### config.mk
export PLATFORM = sky130hd
export DESIGN_NAME = pipe_interlock_ctrl
export DESIGN_NICKNAME = d
export VERILOG_FILES = /design/src/rtl/pil_pkg.sv /design/src/rtl/pil_ctrl_pipe.sv /design/src/rtl/pil_hazard_detect.sv /design/src/rtl/pil_stall_ctrl.sv /design/src/rtl/pil_port_arb.sv /design/src/rtl/pipe_interlock_ctrl.sv
export SDC_FILE = /design/constraint.sdc
export NUM_CORES = 1
export LEC_CHECK = 0
export ABC_AREA = 1
export BUFFER_PORTS_ARGS = -buffer_cell sky130_fd_sc_hd__buf_2
export CELL_PAD_IN_SITES_DETAIL_PLACEMENT = 0
export CELL_PAD_IN_SITES_GLOBAL_PLACEMENT = 2
export CORE_MARGIN = 5
export CORE_UTILIZATION = 32
export CTS_BUF_LIST = sky130_fd_sc_hd__clkbuf_4
export DETAILED_ROUTE_END_ITERATION = 6
export GPL_TIMING_DRIVEN = 0
export PLACE_DENSITY = 0.87
export SLEW_MARGIN = 20
export SYNTH_ARGS = -nofsm -noshare
export SYNTH_HDL_FRONTEND = slang
export SYNTH_HIERARCHICAL = 1
export SYNTH_SLANG_ARGS = --single-unit
### constraint.sdc
create_clock -name clk -period 3.3 [get_ports clk]
set_input_delay 0.66 -clock clk [delete_from_list [all_inputs] [get_ports clk]]
set_output_delay 0.66 -clock clk [all_outputs]
set_load 0.1 [all_outputs]
### src/rtl/pil_pkg.sv
package pil_pkg;

    localparam int NUM_STAGES = 5;
    localparam int ST_IF = 0;
    localparam int ST_ID = 1;
    localparam int ST_OF = 2;
    localparam int ST_EX = 3;
    localparam int ST_WB = 4;

    typedef enum logic [1:0] {
        CAUSE_NONE  = 2'd0,
        CAUSE_RAW   = 2'd1,
        CAUSE_PORT  = 2'd2,
        CAUSE_MULTI = 2'd3
    } stall_cause_e;

endpackage

### src/rtl/pil_ctrl_pipe.sv
module pil_ctrl_pipe
    import pil_pkg::*;
#(
    parameter int RIDX_W      = 5,
    parameter int PC_W        = 32,
    parameter int INSTR_BYTES = 4
) (
    input  logic                  clk,
    input  logic                  rst,
    input  logic [NUM_STAGES-1:0] hold_en,
    input  logic [NUM_STAGES-1:0] bubble_ins,
    input  logic [RIDX_W-1:0]     dec_dest,
    input  logic                  dec_wr_reg,
    input  logic                  dec_mem_rd,
    input  logic                  dec_mem_wr,
    input  logic [RIDX_W-1:0]     dec_src1,
    input  logic                  dec_src1_reg,
    input  logic [RIDX_W-1:0]     dec_src2,
    input  logic                  dec_src2_reg,
    output logic [PC_W-1:0]       pc,
    output logic [NUM_STAGES-1:0] stage_valid,
    output logic [RIDX_W-1:0]     of_src1,
    output logic                  of_src1_reg,
    output logic [RIDX_W-1:0]     of_src2,
    output logic                  of_src2_reg,
    output logic                  of_mem_rd,
    output logic [RIDX_W-1:0]     ex_dest,
    output logic                  ex_wr_reg,
    output logic                  ex_mem_wr,
    output logic [RIDX_W-1:0]     wb_dest,
    output logic                  wb_wr_reg,
    output logic                  wb_mem_wr
);

    typedef struct packed {
        logic              valid;
        logic [RIDX_W-1:0] dest;
        logic              wr_reg;
        logic              mem_rd;
        logic              mem_wr;
        logic [RIDX_W-1:0] src1;
        logic              src1_reg;
        logic [RIDX_W-1:0] src2;
        logic              src2_reg;
    } slot_t;

    localparam logic [PC_W-1:0] PC_STEP = PC_W'(INSTR_BYTES);

    slot_t slot_q  [NUM_STAGES];
    slot_t slot_in [NUM_STAGES];

    // upstream value offered to each stage
    always_comb begin
        slot_in[ST_IF]          = '0;
        slot_in[ST_IF].valid    = 1'b1;
        slot_in[ST_ID]          = slot_q[ST_IF];
        slot_in[ST_OF].valid    = slot_q[ST_ID].valid;
        slot_in[ST_OF].dest     = dec_dest;
        slot_in[ST_OF].wr_reg   = dec_wr_reg;
        slot_in[ST_OF].mem_rd   = dec_mem_rd;
        slot_in[ST_OF].mem_wr   = dec_mem_wr;
        slot_in[ST_OF].src1     = dec_src1;
        slot_in[ST_OF].src1_reg = dec_src1_reg;
        slot_in[ST_OF].src2     = dec_src2;
        slot_in[ST_OF].src2_reg = dec_src2_reg;
        slot_in[ST_EX]          = slot_q[ST_OF];
        slot_in[ST_WB]          = slot_q[ST_EX];
    end

    // stage registers: hold, bubble or advance
    always_ff @(posedge clk) begin
        for (int s = 0; s < NUM_STAGES; s++) begin
            if (rst) begin
                slot_q[s] <= '0;
            end else if (!hold_en[s]) begin
                if (bubble_ins[s]) begin
                    slot_q[s] <= '0;
                end else begin
                    slot_q[s] <= slot_in[s];
                end
            end
        end
    end

    always_ff @(posedge clk) begin
        if (rst) begin
            pc <= '0;
        end else if (!hold_en[ST_IF]) begin
            pc <= pc + PC_STEP;
        end
    end

    for (genvar g = 0; g < NUM_STAGES; g++) begin : g_valid
        assign stage_valid[g] = slot_q[g].valid;
    end

    assign of_src1     = slot_q[ST_OF].src1;
    assign of_src1_reg = slot_q[ST_OF].src1_reg;
    assign of_src2     = slot_q[ST_OF].src2;
    assign of_src2_reg = slot_q[ST_OF].src2_reg;
    assign of_mem_rd   = slot_q[ST_OF].mem_rd;
    assign ex_dest     = slot_q[ST_EX].dest;
    assign ex_wr_reg   = slot_q[ST_EX].wr_reg;
    assign ex_mem_wr   = slot_q[ST_EX].mem_wr;
    assign wb_dest     = slot_q[ST_WB].dest;
    assign wb_wr_reg   = slot_q[ST_WB].wr_reg;
    assign wb_mem_wr   = slot_q[ST_WB].mem_wr;

endmodule

### src/rtl/pil_hazard_detect.sv
module pil_hazard_detect #(
    parameter int RIDX_W         = 5,
    parameter bit WB_WRITE_FIRST = 1'b1
) (
    input  logic              of_valid,
    input  logic [RIDX_W-1:0] of_src1,
    input  logic              of_src1_reg,
    input  logic [RIDX_W-1:0] of_src2,
    input  logic              of_src2_reg,
    input  logic              of_mem_rd,
    input  logic              ex_valid,
    input  logic [RIDX_W-1:0] ex_dest,
    input  logic              ex_wr_reg,
    input  logic              ex_mem_wr,
    input  logic              wb_valid,
    input  logic [RIDX_W-1:0] wb_dest,
    input  logic              wb_wr_reg,
    input  logic              wb_mem_wr,
    output logic              raw_hit,
    output logic              port_hit
);

    localparam int NUM_SRC = 2;

    logic [NUM_SRC-1:0] src_is_reg;
    logic [RIDX_W-1:0]  src_idx [NUM_SRC];
    logic [NUM_SRC-1:0] hit_ex;
    logic [NUM_SRC-1:0] hit_wb;
    logic               ex_produces;
    logic               wb_produces;

    assign src_is_reg  = {of_src2_reg, of_src1_reg};
    assign src_idx[0]  = of_src1;
    assign src_idx[1]  = of_src2;
    assign ex_produces = ex_valid && ex_wr_reg && !ex_mem_wr;
    // with a write-first register file the WB producer needs no wait
    assign wb_produces = !WB_WRITE_FIRST && wb_valid && wb_wr_reg && !wb_mem_wr;

    for (genvar k = 0; k < NUM_SRC; k++) begin : g_src
        assign hit_ex[k] = src_is_reg[k] && ex_produces && (src_idx[k] == ex_dest);
        assign hit_wb[k] = src_is_reg[k] && wb_produces && (src_idx[k] == wb_dest);
    end

    assign raw_hit  = of_valid && ((|hit_ex) || (|hit_wb));
    assign port_hit = of_valid && of_mem_rd && wb_valid && wb_mem_wr;

endmodule

### src/rtl/pil_stall_ctrl.sv
module pil_stall_ctrl
    import pil_pkg::*;
(
    input  logic                  ex_busy,
    input  logic                  raw_hit,
    input  logic                  port_hit,
    output stall_cause_e          cause,
    output logic [NUM_STAGES-1:0] hold_en,
    output logic [NUM_STAGES-1:0] bubble_ins
);

    logic [NUM_STAGES-1:0] front_mask;
    logic [NUM_STAGES-1:0] exec_mask;

    always_comb begin
        for (int s = 0; s < NUM_STAGES; s++) begin
            front_mask[s] = (s <= ST_OF);
            exec_mask[s]  = (s <= ST_EX);
        end
    end

    // cause selection, busy first
    always_comb begin
        if (ex_busy) begin
            cause = CAUSE_MULTI;
        end else if (raw_hit) begin
            cause = CAUSE_RAW;
        end else if (port_hit) begin
            cause = CAUSE_PORT;
        end else begin
            cause = CAUSE_NONE;
        end
    end

    // mask decode per cause
    always_comb begin
        hold_en    = '0;
        bubble_ins = '0;
        unique case (cause)
            CAUSE_NONE: begin
                hold_en = '0;
            end
            CAUSE_RAW, CAUSE_PORT: begin
                hold_en           = front_mask;
                bubble_ins[ST_EX] = 1'b1;
            end
            CAUSE_MULTI: begin
                hold_en           = exec_mask;
                bubble_ins[ST_WB] = 1'b1;
            end
            default: begin
                hold_en = '0;
            end
        endcase
    end

endmodule

### src/rtl/pil_port_arb.sv
module pil_port_arb (
    input  logic rd_req,
    input  logic wr_req,
    output logic rd_grant,
    output logic wr_grant
);

    // the read side always wins the single port
    assign rd_grant = rd_req;
    assign wr_grant = wr_req && !rd_req;

endmodule

### src/rtl/pipe_interlock_ctrl.sv
module pipe_interlock_ctrl
    import pil_pkg::*;
#(
    parameter int RIDX_W         = 5,
    parameter int PC_W           = 32,
    parameter int INSTR_BYTES    = 4,
    parameter bit WB_WRITE_FIRST = 1'b1
) (
    input  logic                  clk,
    input  logic                  rst,
    input  logic                  ex_busy,
    input  logic [RIDX_W-1:0]     dec_dest,
    input  logic                  dec_wr_reg,
    input  logic                  dec_mem_rd,
    input  logic                  dec_mem_wr,
    input  logic [RIDX_W-1:0]     dec_src1,
    input  logic                  dec_src1_reg,
    input  logic [RIDX_W-1:0]     dec_src2,
    input  logic                  dec_src2_reg,
    output logic [PC_W-1:0]       pc,
    output logic [NUM_STAGES-1:0] stage_valid,
    output logic [NUM_STAGES-1:0] hold_en,
    output logic [NUM_STAGES-1:0] bubble_ins,
    output logic                  rf_we,
    output logic [RIDX_W-1:0]     rf_waddr,
    output logic                  dmem_rd_grant,
    output logic                  dmem_wr_grant
);

    logic [RIDX_W-1:0] of_src1;
    logic              of_src1_reg;
    logic [RIDX_W-1:0] of_src2;
    logic              of_src2_reg;
    logic              of_mem_rd;
    logic [RIDX_W-1:0] ex_dest;
    logic              ex_wr_reg;
    logic              ex_mem_wr;
    logic [RIDX_W-1:0] wb_dest;
    logic              wb_wr_reg;
    logic              wb_mem_wr;
    logic              raw_hit;
    logic              port_hit;
    logic              rd_req;
    logic              wr_req;
    stall_cause_e      cause;

    pil_ctrl_pipe #(
        .RIDX_W      (RIDX_W),
        .PC_W        (PC_W),
        .INSTR_BYTES (INSTR_BYTES)
    ) u_pipe (
        .clk          (clk),
        .rst          (rst),
        .hold_en      (hold_en),
        .bubble_ins   (bubble_ins),
        .dec_dest     (dec_dest),
        .dec_wr_reg   (dec_wr_reg),
        .dec_mem_rd   (dec_mem_rd),
        .dec_mem_wr   (dec_mem_wr),
        .dec_src1     (dec_src1),
        .dec_src1_reg (dec_src1_reg),
        .dec_src2     (dec_src2),
        .dec_src2_reg (dec_src2_reg),
        .pc           (pc),
        .stage_valid  (stage_valid),
        .of_src1      (of_src1),
        .of_src1_reg  (of_src1_reg),
        .of_src2      (of_src2),
        .of_src2_reg  (of_src2_reg),
        .of_mem_rd    (of_mem_rd),
        .ex_dest      (ex_dest),
        .ex_wr_reg    (ex_wr_reg),
        .ex_mem_wr    (ex_mem_wr),
        .wb_dest      (wb_dest),
        .wb_wr_reg    (wb_wr_reg),
        .wb_mem_wr    (wb_mem_wr)
    );

    pil_hazard_detect #(
        .RIDX_W         (RIDX_W),
        .WB_WRITE_FIRST (WB_WRITE_FIRST)
    ) u_detect (
        .of_valid    (stage_valid[ST_OF]),
        .of_src1     (of_src1),
        .of_src1_reg (of_src1_reg),
        .of_src2     (of_src2),
        .of_src2_reg (of_src2_reg),
        .of_mem_rd   (of_mem_rd),
        .ex_valid    (stage_valid[ST_EX]),
        .ex_dest     (ex_dest),
        .ex_wr_reg   (ex_wr_reg),
        .ex_mem_wr   (ex_mem_wr),
        .wb_valid    (stage_valid[ST_WB]),
        .wb_dest     (wb_dest),
        .wb_wr_reg   (wb_wr_reg),
        .wb_mem_wr   (wb_mem_wr),
        .raw_hit     (raw_hit),
        .port_hit    (port_hit)
    );

    pil_stall_ctrl u_stall (
        .ex_busy    (ex_busy),
        .raw_hit    (raw_hit),
        .port_hit   (port_hit),
        .cause      (cause),
        .hold_en    (hold_en),
        .bubble_ins (bubble_ins)
    );

    assign rd_req = stage_valid[ST_OF] && of_mem_rd && !hold_en[ST_OF];
    assign wr_req = stage_valid[ST_WB] && wb_mem_wr;

    pil_port_arb u_arb (
        .rd_req   (rd_req),
        .wr_req   (wr_req),
        .rd_grant (dmem_rd_grant),
        .wr_grant (dmem_wr_grant)
    );

    assign rf_we    = stage_valid[ST_WB] && wb_wr_reg && !wb_mem_wr;
    assign rf_waddr = wb_dest;

endmodule

# == Word-level counts from Yosys, hierarchy flattened ==
# Memory sizes are Yosys's and may differ from the RTL's.
# Cells that the tools add are included.
# classes
eq_ne,5
bitwise,7
add_sub_neg,1
n_mux,40
n_reduce_logical,22
# op_table
op,count
two-way mux 21 bit,7
"adder 32 x 3 -> 32 bit, second input constant",1
two-way mux 1 bit,29
logical AND 1 bit,15
case mux 5 bit (3 select lines),1
equality test 5 bit,2
bitwise OR 1 bit,7
two-way mux 2 bit,3
"equality test 2 bit, second input constant",2
zero test 1 bit,4
OR reduction 2 bit,2
"equality test 2 x 1 -> 1 bit, second input constant",1
zero test 2 bit,1
# totals
out_inout_bits,55
elab_cells,77
register_bits,32
ramBits,105
mem_count,1
input_bits,23
# mem_list
name,depth,width,rd,rd_ports_with_merged_regs,write_ports,line_no,rtl
u_pipe.slot_q,5,21,5,0,5,pil_ctrl_pipe.sv:49,slot_t slot_q [NUM_STAGES];

# == Logic depth before layout (Yosys ltp) ==
# Gate-level depths: netlist of the first run.
# An unclocked memory read counts as a cell.
# logic_depth
word_depth,18
ltp_mapped,20
ltp_nobuf,19

# == By module ==
# The synthesis of the first run kept the hierarchy.
# by_module_without_submodules
mod,cells_each,n_inst,area_per_inst_um2,seq_area_each_um2
pil_ctrl_pipe,389,1,3294.4,1771.7
pil_hazard_detect,56,1,226.5,0.0
pil_stall_ctrl,18,1,118.9,0.0
pipe_interlock_ctrl,6,1,25.0,0.0
pil_port_arb,3,1,17.5,0.0

# == Worst setup path after synthesis of the first run ==
# OpenSTA, ideal clock, no wires.
# synth_path
path_kind,reg-to-output
startpoint,mem u_pipe/slot_q[4][20] in the netlist's numbering
endpoint,out dmem_wr_grant
arrival_time_ns,3.563
required_ns,2.640
path_buffers,1
setup_slack_ns,-0.923
path_stages_with_launch,9
cell_sequence,edfxtp_1 nand2_1 nor2_1 a21oi_2 ha_1 inv_1 buf_4 nor2_1 nor2_2
# synth_rtl
element,line_no,rtl
from (decl),pil_ctrl_pipe.sv:49,
to (decl),pipe_interlock_ctrl.sv:27,output logic dmem_wr_grant

==> impl_metrics.py, run 1 <==
metrics = {
    "sta": {
        "rsz0062_at_grt": "yes",
        "setup_violations": 0,
        "fin_crit_sh_pct": 97.0,
        "worstMarginPinSlew_ps": 901,
        "slew_headroom_pct": 39.8,
        "slew_violations": 0,
        "clock.fmax_mhz": 312,
        "hold_viol": 0,
        "finalSetupTns_ps": 0,
        "finalCriticalPeriod_ps": 3200,
        "finClkSkew_ps": 16.0,
    },
    "synthesis": {
        "yosysSeqAreaShare_pct": 48.1,
        "synth_area_leaders": "edfxtp_1 (32%), dfxtp_1 (16%), nand2_1 (10%)",
        "ys_ff_latch": 69,
        "yosysTopAreaCell": "edfxtp_1",
        "ys.flop_type": "edfxtp_1",
        "synth.distinct_cells": 31,
        "ys_top_cells_by_count": "nand2_1 (99), nor2_1 (94), inv_1 (79), edfxtp_1 (39), dfxtp_1 (30)",
        "synth_area_sq_um": 3680,
        "yosysTopAreaCellShare_pct": 31.8,
        "async_reset_ff_share_pct": 0,
        "synth_warnings": 6,
        "yosysMostFrequentCell": "nand2_1",
        "synth_edf_count": 39,
        "syn_inst": 472,
        "synth_area_per_cell_sq_um": 7.80,
    },
    "setup_path": {
        "crit_fanout": 5,
        "critical_path_arrival_ps": 2540,
        "r2r_setup_slack_ps": 260,
        "crit_type": "register to output port",
        "cp-start-kind": "register",
        "cp.required_ps": 2640,
        "reg2reg_to": "u_pipe/pc[28]",
        "cp-end-kind": "output port",
        "reg2reg_from": "u_pipe/slot_q[3][17]",
        "worst-r2r-cell-count": 21,
    },
    "cts": {
        "clk_latency_ps": 410,
        "clkSinkCount": 69,
        "clockRootBuffer": "clkbuf_4",
        "cts_buffers": 9,
        "ctsHtreeMaxLevel": 3,
        "clk_pin_slew_ps": 110,
        "clock_path_buffers": 2,
        "cts_tree": "built",
        "hold_buffers": 0,
    },
    "hold_path": {
        "min_to": "u_pipe/pc[8]",
        "hold_class": "register to register",
        "worstHoldPathCells": 2,
        "hold_path.startpoint": "u_pipe/pc[8]",
    },
    "drt": {
        "viasPerCell": 4.27,
        "drtPass1Iterations": 6,
        "drt_wl_total_mm": 8.49,
        "vias": 3033,
        "drt_iter0_markers": 126,
        "remaining_drc_errors": 0,
        "wl_per_cell_microns": 11.9,
        "ant_nets": 0,
    },
    "power": {
        "vdd_ir_drop_max_uv": 150,
        "p_per_area_nw_per_um2": 378,
        "p_leak_nw": 2.12,
    },
    "global_route": {
        "grt_max_degree": 22,
        "first_global_vias": 2882,
        "antenna_found_initial": 0,
        "grtUsageTotal_pct": 12.9,
        "grt_pass1_wl_mm": 13.5,
        "grt-ovfl-total": 0,
    },
    "floorplanning": {
        "fp.coreArea_sq_um": 11400,
        "io_pins": 78,
        "start_util_pct": 32.4,
        "die_w_microns": 117,
        "die_area_sq_um": 13800,
        "die_y_microns": 117,
        "placementRows": 39,
    },
    "final_layout": {
        "diodes": 0,
        "drive_gt1_share_pct": 27.6,
        "multi_input_comb_area_sq_um": 1400,
        "layout.nets": 589,
        "area_growth_pct": 21.8,
        "instances_no_fill": 711,
        "postLayoutCellArea_sq_um": 4480,
        "fillers": 1194,
        "regArea_sq_um": 1770,
    },
    "place": {
        "portBuffers": 71,
        "dp.final_hpwl_mm": 6.49,
        "place_inst": 690,
        "placed_area_sq_um": 4270,
        "finalWeightedCongestion": 0.802,
    },
    "status": {
        "status": "finished clean",
    },
    "run": {
        "cap_violations": 0,
    },
}
==> sequential cells by signal (all words and copies together), names as in the netlist <==
register and flops:
u_pipe/slot_q 39, u_pipe/pc 30
==> per-stage QoR <==
step / total power [W] / hold WS (ps) / utilization, % / worst slack, ps
after floorplan: 0.00121 / 519 / - / -33.9
after global placement: 0.00126 / 456 / 37.5 / 18.7
after detailed placement: 0.00126 / 455 / 37.5 / -6.91
after CTS: 0.00172 / 474 / 38.8 / -21.5
after global routing: 0.00179 / 495 / 39.4 / -176
final: 0.00170 / 470 / 39.4 / 97.4
==> layer usage <==
metal	up-vias	routed length (microns)	GRT usage (%)
met5	-	0	0
met2	68	4260	22.4
li1	1596	-	-
met1	1360	3640	15.2
met4	0	119	5.05
met3	9	471	3.55
==> power breakdown <==
part	internal [W]	switching [W]
sequential	0.000939	0.0000143
clock	0.000160	0.000287
combinational	0.0000773	0.000218
total	0.00118	0.000519
==> worst max-delay path by stage <==
stage / slack (ps) / to / startpoint
finish: 100 / dmem_rd_grant / u_pipe/slot_q[3][17]
global route: -180 / dmem_rd_grant / u_pipe/slot_q[3][17]
CTS: -20 / dmem_rd_grant / u_pipe/slot_q[3][17]
detailed placement: -7 / dmem_rd_grant / u_pipe/slot_q[3][19]
global placement: 20 / dmem_rd_grant / u_pipe/slot_q[3][19]
floorplan: -30 / dmem_wr_grant / u_pipe/slot_q[4][20]
==> layout by cell type (no fill, tap or decap) <==
cell type,netlist,routed
nand2_1,99,98
nor2_1,94,91
inv_1,79,77
buf_2,2,68
edfxtp_1,39,39
buf_4,29,31
dfxtp_1,30,30
a21oi_1,17,17
nand3_1,15,15
clkbuf_4,0,12
nor2_4,4,8
nor2_2,8,7
clkinv_1,1,6
nand4_1,6,6
nand2_2,5,6
o21ai_0,7,6
conb_1,2,6
nor3_1,5,5
buf_12,0,4
inv_2,3,4
clkbuf_1,4,4
nand3_2,4,4
buf_6,0,3
nor2_8,3,3
o21a_1,3,3
o21ai_1,1,2
a21oi_2,2,2
nand2_4,2,2
ha_1,3,2
inv_6,0,1
and2_1,1,1
xnor2_1,1,1
xor2_1,1,1
nor4_1,1,1
clkinvlp_4,0,1
ha_2,0,1
==> layout make-up <==
class	count	area share (%)
Buffer	30	5.02
Multi-Input combinational cell	288	31.2
Timing Repair Buffer	81	10.8
Clock buffer	11	1.84
Tap cell	143	3.99
Inverter	84	7.23
Clock inverter	5	0.419
Sequential cell	69	39.5
==> repair_timing <==
action,in CTS,in global routing
buffers inserted,7,3
gates resized for setup,9,16
pin swaps,10,9
setup endpoints to repair,5,6
gates cloned,0,0
==> cells by family (layout without fill, tap and decap cells) <==
group,Yosys count,count (layout),synth area share [%]
simple gates,247,247,30.5
buf+inv,119,211,15.2
flops,69,69,48.1
compound gates,30,30,4.48
fa+ha+maj,3,3,1.02
other cells,2,6,0.204
xor+xnor,2,2,0.476
==> worst max-delay path: stages (launching register included) <==
cell,delay (ps)
edfxtp_1,490
nand2_1,100
nand2_1,60
nor2_2,90
nand3_1,90
a21oi_2,200
inv_1,90
a21oi_2,140
ha_2,200
clkinvlp_4,130
buf_12,150
nor2_4,110
buf_6,120
buf_12,160
Power figures use the tool's default switching activity.
==> run 2: changes to the inputs <==
CORE_ASPECT_RATIO = 1.25   (was not set)
==> run 2 against run 1 <==
Clock power is 38% higher. Via count rose by 0.16%. Routed wire length is 1.2% higher. Combinational power about the same. Fmax increased by 0.59%. Global-route usage grew 0.42 points. Sequential share of layout area fell by 0.066 points. Non-clock buffer count shrank 4.
==> impl_metrics.py, run 2 (same netlist as run 1, synthesis figures left out) <==
metrics = {
    "status": {
        "status": "finished clean",
    },
    "power": {
        "p_per_area_nw_per_um2": 415,
        "p_leak_nw": 2.12,
        "pwr-share-seq_pct": 51.2,
        "clkPwrFrac_pct": 33.1,
        "pwr-share-comb_pct": 15.7,
        "vdd_ir_drop_max_uv": 144,
        "cellInternalPower_w": 0.00131,
        "swShare_pct": 29.4,
        "power_switching_w": 0.000548,
        "p_total_w": 0.00186,
    },
    "final_layout": {
        "drive_gt1_share_pct": 28.5,
        "reg_top3": "u_pipe/slot_q (39), u_pipe/pc (30)",
        "fillers": 1193,
        "final_cell_mix": "nand2_1 (99), nor2_1 (90), inv_1 (76)",
        "largest_register_ffs": 39,
        "layout_commonest_cell": "nand2_1",
        "layout.nets": 585,
        "area_growth_pct": 22.0,
        "diodes": 0,
        "top_register": "u_pipe/slot_q",
    },
    "sta": {
        "fin_crit_sh_pct": 96.5,
        "finalSetupTns_ps": 0,
        "setup_violations": 0,
        "slew_headroom_pct": 35.1,
        "finClkSkew_ps": 11.6,
        "rsz0062_at_grt": "yes",
        "clock.fmax_mhz": 314,
        "slew_violations": 0,
        "finalCriticalPeriod_ps": 3180,
        "worstMarginPinSlew_ps": 971,
        "hold_viol": 0,
    },
    "drt": {
        "wl_per_cell_microns": 12.3,
        "drt_iter0_markers": 108,
        "vias": 3038,
        "ant_nets": 0,
        "drt_wl_total_mm": 8.59,
        "drtPass1Iterations": 4,
        "viasPerCell": 4.35,
        "remaining_drc_errors": 0,
    },
    "floorplanning": {
        "start_util_pct": 32.9,
        "die_w_microns": 106,
        "fp.coreArea_sq_um": 11200,
        "io_pins": 78,
        "placementRows": 43,
        "die_y_microns": 130,
        "die_area_sq_um": 13800,
    },
    "cts": {
        "clock_path_buffers": 2,
        "clk_latency_ps": 420,
        "clk_pin_slew_ps": 110,
        "clkSinkCount": 69,
        "cts_buffers": 9,
        "clockRootBuffer": "clkbuf_4",
        "cts_tree": "built",
        "ctsHtreeMaxLevel": 3,
    },
    "global_route": {
        "grt_pass1_wl_mm": 14.4,
        "grt_max_degree": 22,
        "antenna_found_initial": 0,
        "grt-ovfl-total": 0,
        "grtUsageTotal_pct": 13.4,
        "first_global_vias": 3052,
    },
    "run": {
        "cap_violations": 0,
    },
    "place": {
        "portBuffers": 71,
        "finalWeightedCongestion": 0.778,
        "dp.final_hpwl_mm": 6.68,
    },
    "setup_path": {
        "critical_path_arrival_ps": 2520,
        "crit_type": "register to output port",
        "cp-end-kind": "output port",
        "cp.required_ps": 2640,
        "cp-start-kind": "register",
        "crit_fanout": 4,
    },
    "hold_path": {
        "hold_class": "register to register",
    },
}
## run 2: cell types whose count changed in the layout (fill, tap and decap cells not counted), moves of 2 or more
| cell | previous run | this run |
|---|---|---|
| buf_6 | 3 | 1 |
| nor2_2 | 7 | 10 |
| clkinv_2 | 0 | 4 |
| clkinv_1 | 6 | 1 |
| clkinvlp_4 | 1 | 3 |
| nand3_1 | 15 | 13 |
| buf_4 | 31 | 28 |
| bufinv_16 | 0 | 2 |
| nor2_4 | 8 | 6 |
| nand3_2 | 4 | 6 |
## run 2: cell type report
class | instances | area, sq um | area share [%]
multi-input cells | 288 | 1410 | 31.3
clock buffers | 9 | 67.6 | 1.50
clock inverters | 7 | 90.1 | 2.01
well taps | 135 | 169 | 3.76
repair buffers | 77 | 445 | 9.92
flip-flops and latches | 69 | 1770 | 39.4
inverters | 84 | 320 | 7.13
plain buffers | 30 | 221 | 4.93
## run 2: timing repair
item,in CTS,in global routing
setup buffers,5,1
hold buffers,0,0
gates cloned,0,0
pin swaps,10,7
gates resized for setup,9,12
setup endpoints to repair,5,6
## run 2: per-layer routing
metal	vias to the layer above	track usage (%)	wire, microns
met5	-	0	0
met4	0	5.95	83
met3	6	2.92	396
met2	65	24.5	4580
met1	1369	14.9	3530
li1	1598	-	-
## run 2: power groups by stage
stage | combinational [W] | clock, W | sequential, W
2_1_floorplan | 0.000195 | 0 | 0.00101
3_3_place_gp | 0.000288 | 0 | 0.000970
3_5_place_dp | 0.000290 | 0 | 0.000971
4_1_cts | 0.000288 | 0.000645 | 0.000955
5_1_grt | 0.000316 | 0.000691 | 0.000958
6_report | 0.000293 | 0.000617 | 0.000954
## run 2: final timing paths
path                   startpoint       endpoint  slack [ps]  depth (start not counted)
max          u_pipe/slot_q[3][19]  dmem_rd_grant         120                         13
min                  u_pipe/pc[8]   u_pipe/pc[8]         470                          2
max reg2reg  u_pipe/slot_q[3][19]  u_pipe/pc[29]         450                         19
min reg2reg          u_pipe/pc[8]   u_pipe/pc[8]         470                          2
## run 2: worst max-delay path, cell delays in order (launching register included)
cell	delay, ps
edfxtp_1	480
nand2_1	100
nand2_1	70
nor2_2	120
nand3_2	100
a21oi_4	200
inv_2	60
a21oi_2	120
ha_2	200
clkinvlp_4	120
buf_12	140
nor2_4	120
buf_6	120
buf_12	160
## run 2: per-stage QoR
| step | util (%) | cells | cell area (sq um) | hold slack (ps) | setup slack [ps] |
|---|---|---|---|---|---|
| 3_5_place_dp | 38.1 | 682 | 4260 | 468 | 6.96 |
| 5_1_grt | 40.1 | 699 | 4490 | 499 | -88.7 |
| 6_report | 40.1 | 699 | 4490 | 475 | 116 |
| 2_1_floorplan | - | 476 | 3730 | 519 | -33.9 |
| 4_1_cts | 39.7 | 698 | 4440 | 487 | -24.5 |
| 3_3_place_gp | 38.1 | 682 | 4260 | 457 | 41.6 |
